<file path="src/rtl/fan_pwm_pkg.sv">
`timescale 1ns/1ps
package fan_pwm_pkg;
  parameter int unsigned DUTY_W = 8;
  parameter int unsigned IDX_W  = 8;
  parameter int unsigned N_CH   = 2;
  localparam int unsigned MODE_W   = 2;
  localparam int unsigned CFG_BITS = N_CH + MODE_W * N_CH;

  typedef enum logic [MODE_W-1:0] {
    MODE_MANUAL  = 2'b00,
    MODE_THERMAL = 2'b01,
    MODE_SPEED   = 2'b10,
    MODE_RSVD    = 2'b11
  } fan_mode_e;

  localparam logic [IDX_W-1:0] IDX_CFG = 8'h04;

  // duty registers sit at odd indices 01h, 03h, ...
  function automatic logic [IDX_W-1:0] duty_idx(int unsigned ch);
    return IDX_W'(2 * ch + 1);
  endfunction

  function automatic logic mode_is_auto(logic [MODE_W-1:0] m);
    return (m == MODE_THERMAL) || (m == MODE_SPEED);
  endfunction
endpackage

</file>
<file path="src/rtl/fan_pwm_regs.sv">
`timescale 1ns/1ps
module fan_pwm_regs
  import fan_pwm_pkg::*;
#(
  parameter int unsigned DW = fan_pwm_pkg::DUTY_W,
  parameter int unsigned IW = fan_pwm_pkg::IDX_W,
  parameter int unsigned NC = fan_pwm_pkg::N_CH
) (
  input  logic                        clk_i,
  input  logic                        rst_ni,
  input  logic [IW-1:0]               idx_i,
  input  logic [DW-1:0]               wdata_i,
  input  logic                        we_i,
  input  logic [NC-1:0][DW-1:0]       auto_duty_i,
  output logic [DW-1:0]               rdata_o,
  output logic [NC-1:0][DW-1:0]       man_duty_o,
  output logic [NC-1:0][MODE_W-1:0]   mode_o,
  output logic [NC-1:0]               od_o
);
  localparam int unsigned CB = NC + MODE_W * NC;

  logic [NC-1:0][DW-1:0] duty_q;
  logic [CB-1:0]         cfg_q;

  always_ff @(posedge clk_i or negedge rst_ni) begin
    if (!rst_ni) begin
      duty_q <= '1;
      cfg_q  <= '0;
    end else if (we_i) begin
      if (idx_i == IDX_CFG) cfg_q <= wdata_i[CB-1:0];
      for (int i = 0; i < NC; i++)
        if (idx_i == duty_idx(i)) duty_q[i] <= wdata_i;
    end
  end

  always_comb begin
    for (int i = 0; i < NC; i++) begin
      od_o[i]       = cfg_q[i];
      mode_o[i]     = cfg_q[NC + MODE_W*i +: MODE_W];
      man_duty_o[i] = duty_q[i];
    end
  end

  always_comb begin
    rdata_o = '0;
    if (idx_i == IDX_CFG) rdata_o[CB-1:0] = cfg_q;
    for (int i = 0; i < NC; i++)
      if (idx_i == duty_idx(i))
        rdata_o = mode_is_auto(mode_o[i]) ? auto_duty_i[i] : duty_q[i];
  end

  p_cfg_rsv_zero_r5: assert property (@(posedge clk_i) disable iff (!rst_ni)
    (idx_i == IDX_CFG) |-> (rdata_o[DW-1:CB] == '0));

  p_unused_zero_r6: assert property (@(posedge clk_i) disable iff (!rst_ni)
    (idx_i != IDX_CFG && idx_i != duty_idx(0) && idx_i != duty_idx(1)) |-> (rdata_o == '0));
endmodule

</file>
<file path="src/rtl/fan_pwm_chan.sv">
`timescale 1ns/1ps
module fan_pwm_chan #(
  parameter int unsigned DW = fan_pwm_pkg::DUTY_W
) (
  input  logic          clk_i,
  input  logic          rst_ni,
  input  logic [DW-1:0] duty_i,
  input  logic          od_i,
  output logic          pwm_o,
  output logic          pwm_oe_o
);
  localparam logic [DW-1:0] FULL = '1;

  logic [DW-1:0] cnt_q;
  logic [DW-1:0] act_q;
  logic          level;

  always_ff @(posedge clk_i or negedge rst_ni) begin
    if (!rst_ni) begin
      cnt_q <= '0;
      act_q <= FULL;
    end else begin
      cnt_q <= cnt_q + 1'b1;
      if (cnt_q == FULL) act_q <= duty_i;  // reload only at the period wrap
    end
  end

  assign level    = (act_q == FULL) || (cnt_q < act_q);
  assign pwm_o    = od_i ? 1'b0 : level;
  assign pwm_oe_o = od_i ? ~level : 1'b1;

  p_duty_hold_r10: assert property (@(posedge clk_i) disable iff (!rst_ni)
    (cnt_q != FULL) |=> $stable(act_q));

  p_rise_at_start_r10: assert property (@(posedge clk_i) disable iff (!rst_ni)
    $rose(level) |-> (cnt_q == '0));
endmodule

</file>
<file path="src/rtl/fan_pwm_pair.sv">
`timescale 1ns/1ps
module fan_pwm_pair
  import fan_pwm_pkg::*;
(
  input  logic        clk_i,
  input  logic        rst_ni,
  input  logic [7:0]  reg_idx_i,
  input  logic [7:0]  reg_wdata_i,
  input  logic        reg_we_i,
  output logic [7:0]  reg_rdata_o,
  input  logic [7:0]  auto_duty1_i,
  input  logic [7:0]  auto_duty2_i,
  output logic [1:0]  pwm_o,
  output logic [1:0]  pwm_oe_o
);
  logic [N_CH-1:0][DUTY_W-1:0] auto_duty;
  logic [N_CH-1:0][DUTY_W-1:0] man_duty;
  logic [N_CH-1:0][MODE_W-1:0] mode;
  logic [N_CH-1:0]             od;

  assign auto_duty[0] = auto_duty1_i;
  assign auto_duty[1] = auto_duty2_i;

  fan_pwm_regs u_regs (
    .clk_i       (clk_i),
    .rst_ni      (rst_ni),
    .idx_i       (reg_idx_i),
    .wdata_i     (reg_wdata_i),
    .we_i        (reg_we_i),
    .auto_duty_i (auto_duty),
    .rdata_o     (reg_rdata_o),
    .man_duty_o  (man_duty),
    .mode_o      (mode),
    .od_o        (od)
  );

  for (genvar i = 0; i < N_CH; i++) begin : g_ch
    logic [DUTY_W-1:0] sel_duty;
    assign sel_duty = mode_is_auto(mode[i]) ? auto_duty[i] : man_duty[i];

    fan_pwm_chan u_chan (
      .clk_i    (clk_i),
      .rst_ni   (rst_ni),
      .duty_i   (sel_duty),
      .od_i     (od[i]),
      .pwm_o    (pwm_o[i]),
      .pwm_oe_o (pwm_oe_o[i])
    );

    p_od_pin_low_r7: assert property (@(posedge clk_i) disable iff (!rst_ni)
      od[i] |-> !pwm_o[i]);

    p_pp_oe_high_r7: assert property (@(posedge clk_i) disable iff (!rst_ni)
      !od[i] |-> pwm_oe_o[i]);

    p_auto_readback_r8: assert property (@(posedge clk_i) disable iff (!rst_ni)
      (reg_idx_i == duty_idx(i) && mode_is_auto(mode[i])) |-> (reg_rdata_o == auto_duty[i]));
  end
endmodule

</file>
<file path="config.mk">
export PLATFORM = sky130hd
export DESIGN_NAME = fan_pwm_pair
export DESIGN_NICKNAME = d
export VERILOG_FILES = /design/src/rtl/fan_pwm_pkg.sv /design/src/rtl/fan_pwm_regs.sv /design/src/rtl/fan_pwm_chan.sv /design/src/rtl/fan_pwm_pair.sv
export SDC_FILE = /design/constraint.sdc
export NUM_CORES = 1
export LEC_CHECK = 0
export BUFFER_PORTS_ARGS = -buffer_cell sky130_fd_sc_hd__buf_2
export CAP_MARGIN = 5
export CORE_ASPECT_RATIO = 0.5
export CORE_MARGIN = 1
export CORE_UTILIZATION = 60
export CTS_CLUSTER_DIAMETER = 150
export DETAILED_ROUTE_END_ITERATION = 7
export GPL_TIMING_DRIVEN = 0
export PLACE_DENSITY = 0.84
export SLEW_MARGIN = 30
export SYNTH_ARGS = -nofsm -noshare
export SYNTH_HDL_FRONTEND = slang
export SYNTH_SLANG_ARGS = --single-unit
</file>
<file path="constraint.sdc">
create_clock -name clk_i -period 3.5 [get_ports clk_i]
set_clock_uncertainty 0.2 [all_clocks]
set_input_delay 0.35 -clock clk_i [delete_from_list [all_inputs] [get_ports clk_i]]
set_output_delay 0.35 -clock clk_i [all_outputs]
set_load 0.1 [all_outputs]
</file>
==> out/qor.txt, run 1 <==
status -> finished clean
cell count after placement -> 363
first-pass GRT wire length -> 10320 microns
pre-CTS setup slack -> 679.3 ps
Worst-Margin Slew -> 817.3 ps
CTS Buf Count -> 5
Die ar. -> 5051 sq um
Cells after Synth -> 251
Static Leak -> 1.707 nW
crit share post-route -> 88.14%
Routability Congestion -> 0.8047
final setup fails -> 0
CP max stage delay -> 560 ps
Synth area leader -> dfstp_2
drt drc -> 0
Yosys warnings -> 0
maximum vdd drop -> 0.0001752 V
Syn Area/Cell -> 11.37 sq um
critical path peak fanout -> 4
worst path bufs/invs -> 3
Worst Path Required -> 2950 ps
Reg clk slew, reported paths -> 100 ps
Post-DP HPWL -> 4528 microns
initial antenna violation count -> 0
# fillers -> 319
endpoint class of the critical path -> output port
post-synthesis net count -> 302
# clock sinks -> 54
DR WL/cell -> 16.46 microns
Final Hold Fails -> 0
clock buffer depth -> 2
EDFF count, synth -> 0
Total GRT Usage -> 27.45%
largest net degree at the start of global routing -> 55
First-pass DRT Iterations -> 4
Hold Path Origin -> reg_wdata_i[7]
CP startpoint -> g_ch[0].u_chan.act_q[7]$_DFFE_PN1N_
Slew headroom -> 45.10%
CP cell instances -> inv_1, ha_1, nand4_1, or4_1, nand3_1, buf_4, buf_2
Async SR Flop Fraction -> 100.0%
root buf cell -> clkbuf_8
Setup WS post-layout -> 415.1 ps
largest cells by area after synthesis -> dfstp_2, dfrtp_1, mux2_2
distinct cell type count after synthesis -> 37
post-synth top area share -> 29.47%
post-synthesis cell area -> 2853 sq um
vias in the first global route -> 2115
Primary FF master, synth -> dfstp_2
top-level port count -> 47
CTS tree -> done
final std cells w/o fill -> 371
WS Path Type -> reg2out
Min-Delay Path Class -> in2reg
layout cells sized above 1 -> 39.34%
Post-DRT Antenna Nets -> 0
highest clock rate -> 324.2 MHz
Critical Path Start Type -> flip-flop
Slew Viols, Final -> 0
Die X -> 99.52 microns
height of the die -> 50.76 microns
Via Count -> 2124
row count -> 17
cell area after layout -> 3296 sq um
Initial Util -> 63.56%
H-tree levels -> 2
CP arrival -> 2530 ps
#FFs+latches synth -> 54
Starting DRT DRC Count -> 88
max cap viols -> 0
dpl cell area -> 3183 sq um
Power Density -> 353.3 nW/um^2
post-synthesis to final-layout area growth -> 15.53%
sequential area share after synthesis -> 48.77%
RSZ-0062 raised after global routing -> false
post-route minimum period -> 3085 ps
core area -> 4488 sq um
nets -> 356
Setup Fix Bufs, Post-CTS -> 0
Worst-Skew Late Latency -> 320 ps
Slowest cell on crit path -> dfstp_2
count of input and output buffers -> 46
DRT Wirelength -> 6105 microns
gr ovfl total -> 0
Reg-to-Reg Start -> g_ch[0].u_chan.cnt_q[1]$_DFF_PN0_
DR vias/cell -> 5.725
# diodes -> 0
CP top delay family -> simple AND/OR/NAND/NOR gates
-- cells by family after synthesis --
kind of cell    after synthesis  share of synthesized area (%)
fa+ha+maj                    16                          7.017
xor+xnor                     14                          4.298
buf+inv                      25                          3.947
flops                        54                          48.77
compound gates               37                          8.070
simple gates                 67                          13.60
mux                          38                          14.30
-- through the flow --
stage / power, mW / utilization, % / hold WS, ps / setup TNS [ps]
floorplan: 0.7277 / - / -145.6 / -2395
global placement: 0.7757 / 70.53 / 276.9 / 0
detailed placement: 0.7817 / 70.92 / 221.4 / 0
CTS: 1.167 / 73.43 / 74.45 / 0
global route: 1.201 / 73.43 / 77.44 / 0
finish: 1.164 / 73.43 / 75.68 / 0
-- path summary, 6_finish.rpt --
path,slack [ps],to,depth (start not counted)
worst max register to register,1180,g_ch[0].u_chan.act_q[6]$_DFFE_PN1N_,6
max in group asynchronous,2280,u_regs.cfg_q[0]$_DFFE_PN0P_,2
min in group asynchronous,390,g_ch[0].u_chan.cnt_q[7]$_DFF_PN0_,2
worst min-delay path,80,u_regs.man_duty_o[7]$_DFFE_PN1P_,2
worst max-delay path,420,pwm_oe_o[0],7
worst min register to register,300,g_ch[0].u_chan.cnt_q[0]$_DFF_PN0_,1
-- registers in the layout, indices dropped and copies added, names as in the netlist --
register,flops
u_regs.cfg_q,6
g_ch.u_chan.cnt_q,16
u_regs.man_duty_o,16
g_ch.u_chan.act_q,16
-- cells in the final DEF, fill, tap and decap left out, drive strengths merged, types with 2 or more instances in the layout --
cell and instances:
a2111oi 2, a21oi 18, a2bb2oi 5, a31o 2
and3b 2, buf 51, clkbuf 10, dfrtp 22
dfstp 32, ha 16, inv 16, mux2 22
mux2i 16, nand2 6, nand2b 3, nand3 9
nand4 12, nor2 23, o21a 2, o21ai 5
o22ai 2, or4 3, xnor2 10, xor2 4
-- routing by layer --
metal	GRT usage, %	up-vias	wire (microns)
li1	-	1001	-
met1	38.46	1045	2858
met2	42.36	66	2722
met3	5.710	12	393
met4	10.78	0	130
met5	0	-	0
-- cell usage after synthesis, drive strengths merged (4+ instances only) --
cell / instances
xor2: 4
dfrtp: 22
buf: 5
mux2: 22
o21ai: 5
a21oi: 18
nand2: 6
clkbuf: 4
nand3: 9
ha: 16
mux2i: 16
xnor2: 10
dfstp: 32
inv: 16
nand4: 12
a2bb2oi: 5
nor2: 23
-- cell type report --
class	count	area, sq um	area share, %
inverters	16	60.06	1.822
flip-flops and latches	54	1391	42.22
multi-input cells	172	1364	41.38
clock buffers	6	93.84	2.847
clock inverters	1	8.758	0.2658
well taps	66	82.58	2.506
plain buffers	9	52.55	1.595
repair buffers	47	242.7	7.365
-- worst register-to-register path, stage by stage (launching register included) --
cell	delay [ps]
dfrtp_1	420
ha_1	240
nand2_1	90
nor3_1	680
clkbuf_1	410
nor2_1	90
a21oi_1	130
-- where the power goes --
part	internal, mW	switching, mW
combinational	0.0489	0.0708
sequential	0.644	0.00895
clock	0.182	0.210
total	0.875	0.289
-- repair_timing --
item / in CTS / in global routing
endpoints found under the hold margin: 22 / 0
resized for setup: 0 / 0
hold buffers: 1 / 0
(Power assumes the default switching activity.)
==> run 2, diff against run 1 <==
--- a/config.mk
+++ b/config.mk
@@ -13,7 +13,7 @@
 export CTS_CLUSTER_DIAMETER = 150
 export DETAILED_ROUTE_END_ITERATION = 7
 export GPL_TIMING_DRIVEN = 0
-export PLACE_DENSITY = 0.84
+export PLACE_DENSITY_LB_ADDON = 0.3
 export SLEW_MARGIN = 30
 export SYNTH_ARGS = -nofsm -noshare
 export SYNTH_HDL_FRONTEND = slang
==> run 2 against run 1 <==
Against the previous run:
- setup slack got worse by 47 ps
- first-iteration DRC count increased by 1.1%
- die area unchanged
- non-clock buffer count unchanged
- critical endpoint unchanged
- combinational power about the same
- fmax decreased by 1.5%
- hold slack got worse by 10 ps
- largest power group unchanged
- register-to-register slack improved by 90 ps
- sequential share of layout area increased by 0.064 points
- cell count increased by 0.27%
- global-route usage decreased by 0.20 points
- highest routed layer unchanged
==> out/qor.txt, run 2 (same netlist as run 1, synthesis figures left out) <==
status -> finished clean
Reg clk slew, reported paths -> 110 ps (about the same)
WS Path Type -> reg2out
# clock sinks -> 54 (unchanged)
final setup fails -> 0 (unchanged)
H-tree levels -> 2 (unchanged)
root buf cell -> clkbuf_8
RSZ-0062 raised after global routing -> false
layout cells sized above 1 -> 39.54% (+0.20 points)
row count -> 17 (unchanged)
# diodes -> 0 (unchanged)
CP cell instances -> inv_1, ha_1, nand4_1, or4_1, nand3_1, buf_4, buf_2
first-pass GRT wire length -> 10090 microns (-2.2%)
Slew Viols, Final -> 0 (unchanged)
highest clock rate -> 319.3 MHz (-1.5%)
Final Hold Fails -> 0 (unchanged)
CTS Buf Count -> 5 (unchanged)
post_cts resized -> 0 (unchanged)
First-pass DRT Iterations -> 5 (+1)
vias in the first global route -> 2061 (-2.6%)
DR WL/cell -> 16.81 microns (+2.1%)
Post-DP HPWL -> 4652 microns (+2.7%)
Worst Path Required -> 2950 ps (about the same)
Worst-Skew Late Latency -> 320 ps (about the same)
commonest non-fill, non-tap cells in the layout -> buf_2, dfstp_2, nor2_1
sequential power share -> 56.5% (+0.4 points)
crit share post-route -> 89.47% (+1.3 points)
Total GRT Usage -> 27.25% (-0.20 points)
final std cells w/o fill -> 372 (+0.27%)
count of input and output buffers -> 46 (unchanged)
Critical Path Start Type -> flip-flop
Die ar. -> 5051 sq um (unchanged)
Worst-Margin Slew -> 773.1 ps (-44.12 ps)
CP arrival -> 2580 ps (+50 ps)
clock buffer depth -> 2 (unchanged)
Slew headroom -> 48.06% (+3.0 points)
nets -> 356 (unchanged)
DRT Wirelength -> 6252 microns (+2.4%)
Sw Pwr -> 0.3123 mW (+7.9%)
initial antenna violation count -> 0 (unchanged)
commonest non-fill, non-tap cell in the layout -> buf_2
Initial Util -> 63.56% (unchanged)
max cap viols -> 0 (unchanged)
largest net degree at the start of global routing -> 55 (unchanged)
Switching Share -> 27.03% (+2.2 points)
top-level port count -> 47 (unchanged)
total area of sequential cells -> 1391 sq um (unchanged)
height of the die -> 50.76 microns (unchanged)
Starting DRT DRC Count -> 89 (+1.1%)
CP top delay family -> simple AND/OR/NAND/NOR gates
gr ovfl total -> 0 (unchanged)
post-route minimum period -> 3132 ps (+46.69 ps)
Via Count -> 2151 (+1.3%)
maximum vdd drop -> 0.0002955 V (+69%)
post-synthesis to final-layout area growth -> 15.35%
endpoint class of the critical path -> output port
dpl cell area -> 3183 sq um (unchanged)
cell count after placement -> 363 (unchanged)
Multi-input gate area -> 1364 sq um (unchanged)
CP max stage delay -> 560 ps (about the same)
Power Density -> 351.1 nW/um^2 (-0.61%)
# fillers -> 324 (+1.6%)
Static Leak -> 1.705 nW (-0.10%)
critical path peak fanout -> 4 (unchanged)
DR vias/cell -> 5.782 (+1.0%)
cell area after layout -> 3291 sq um (-0.15%)
core area -> 4488 sq um (unchanged)
Power Internal -> 0.8431 mW (-3.6%)
drt drc -> 0 (unchanged)
Routability Congestion -> 0.8141 (+1.2%)
worst path bufs/invs -> 3 (unchanged)
Clk pwr share -> 33.1% (-0.6 points)
Slowest cell on crit path -> dfstp_2
CTS tree -> done
Comb power frac -> 10.4% (about the same)
Min-Delay Path Class -> in2reg
Die X -> 99.52 microns (unchanged)
Post-DRT Antenna Nets -> 0 (unchanged)
## run 2: final cells by class
| cell class | count | area share, % |
|---|---|---|
| Buffer | 9 | 1.597 |
| Clock buffer | 5 | 2.091 |
| Clock inverter | 3 | 0.8745 |
| Inverter | 16 | 1.825 |
| Multi-Input combinational cell | 172 | 41.44 |
| Sequential cell | 54 | 42.28 |
| Tap cell | 66 | 2.510 |
| Timing Repair Buffer | 47 | 7.376 |
## run 2: what timing repair did
| action | 4_1_cts | 5_1_grt |
|---|---|---|
| endpoints found under the hold margin | 22 | 0 |
| hold buffers | 1 | 0 |
| setup buffers | 0 | 0 |
## run 2: path summary, 6_finish.rpt
| check | to | from | slack [ps] | depth (start not counted) |
|---|---|---|---|---|
| min in group asynchronous | g_ch[0].u_chan.cnt_q[7]$_DFF_PN0_ | rst_ni | 390 | 2 |
| setup reg to reg | g_ch[0].u_chan.act_q[7]$_DFFE_PN1N_ | g_ch[0].u_chan.cnt_q[0]$_DFF_PN0_ | 1270 | 6 |
| hold / removal | u_regs.man_duty_o[15]$_DFFE_PN1P_ | reg_wdata_i[7] | 70 | 2 |
| hold reg to reg | g_ch[0].u_chan.cnt_q[0]$_DFF_PN0_ | g_ch[0].u_chan.cnt_q[0]$_DFF_PN0_ | 300 | 1 |
| setup / recovery | pwm_oe_o[0] | g_ch[0].u_chan.act_q[7]$_DFFE_PN1N_ | 370 | 7 |
| max in group asynchronous | u_regs.cfg_q[1]$_DFFE_PN0P_ | rst_ni | 2270 | 2 |
## run 2: worst reg2reg max path, stage by stage (launching register included)
cell and delay [ps]:
dfrtp_1 420, ha_1 230, nand2_1 90, nor3_1 640
clkbuf_1 390, nor2_1 80, a21oi_1 130
## run 2: routing by layer
metal	vias up	track usage (%)	part of all wire [%]
li1	1002	-	-
met1	1057	36.65	47
met2	82	45.25	45
met3	10	5.710	6.3
met4	0	7.843	1.1
met5	-	0	0
## run 2: power by group through the flow
stage	logic, mW	registers, mW	clock network (mW)
2_1_floorplan	0.0680	0.660	0
5_1_grt	0.129	0.654	0.404
4_1_cts	0.120	0.653	0.384
3_3_place_gp	0.114	0.661	0
6_report	0.120	0.653	0.382
3_5_place_dp	0.119	0.663	0
## run 2: through the flow
step / hold slack (ps) / TNS [ps] / utilization (%) / power [mW] / setup slack [ps]
4_1_cts: 65.17 / 0 / 73.32 / 1.157 / 387.2
5_1_grt: 69.14 / 0 / 73.32 / 1.187 / 338.5
3_5_place_dp: 212.6 / 0 / 70.92 / 0.7820 / 706.5
6_report: 65.42 / 0 / 73.32 / 1.155 / 368.4
3_3_place_gp: 278.5 / 0 / 70.53 / 0.7756 / 567.3
2_1_floorplan: -145.6 / -2395 / - / 0.7277 / -479.0
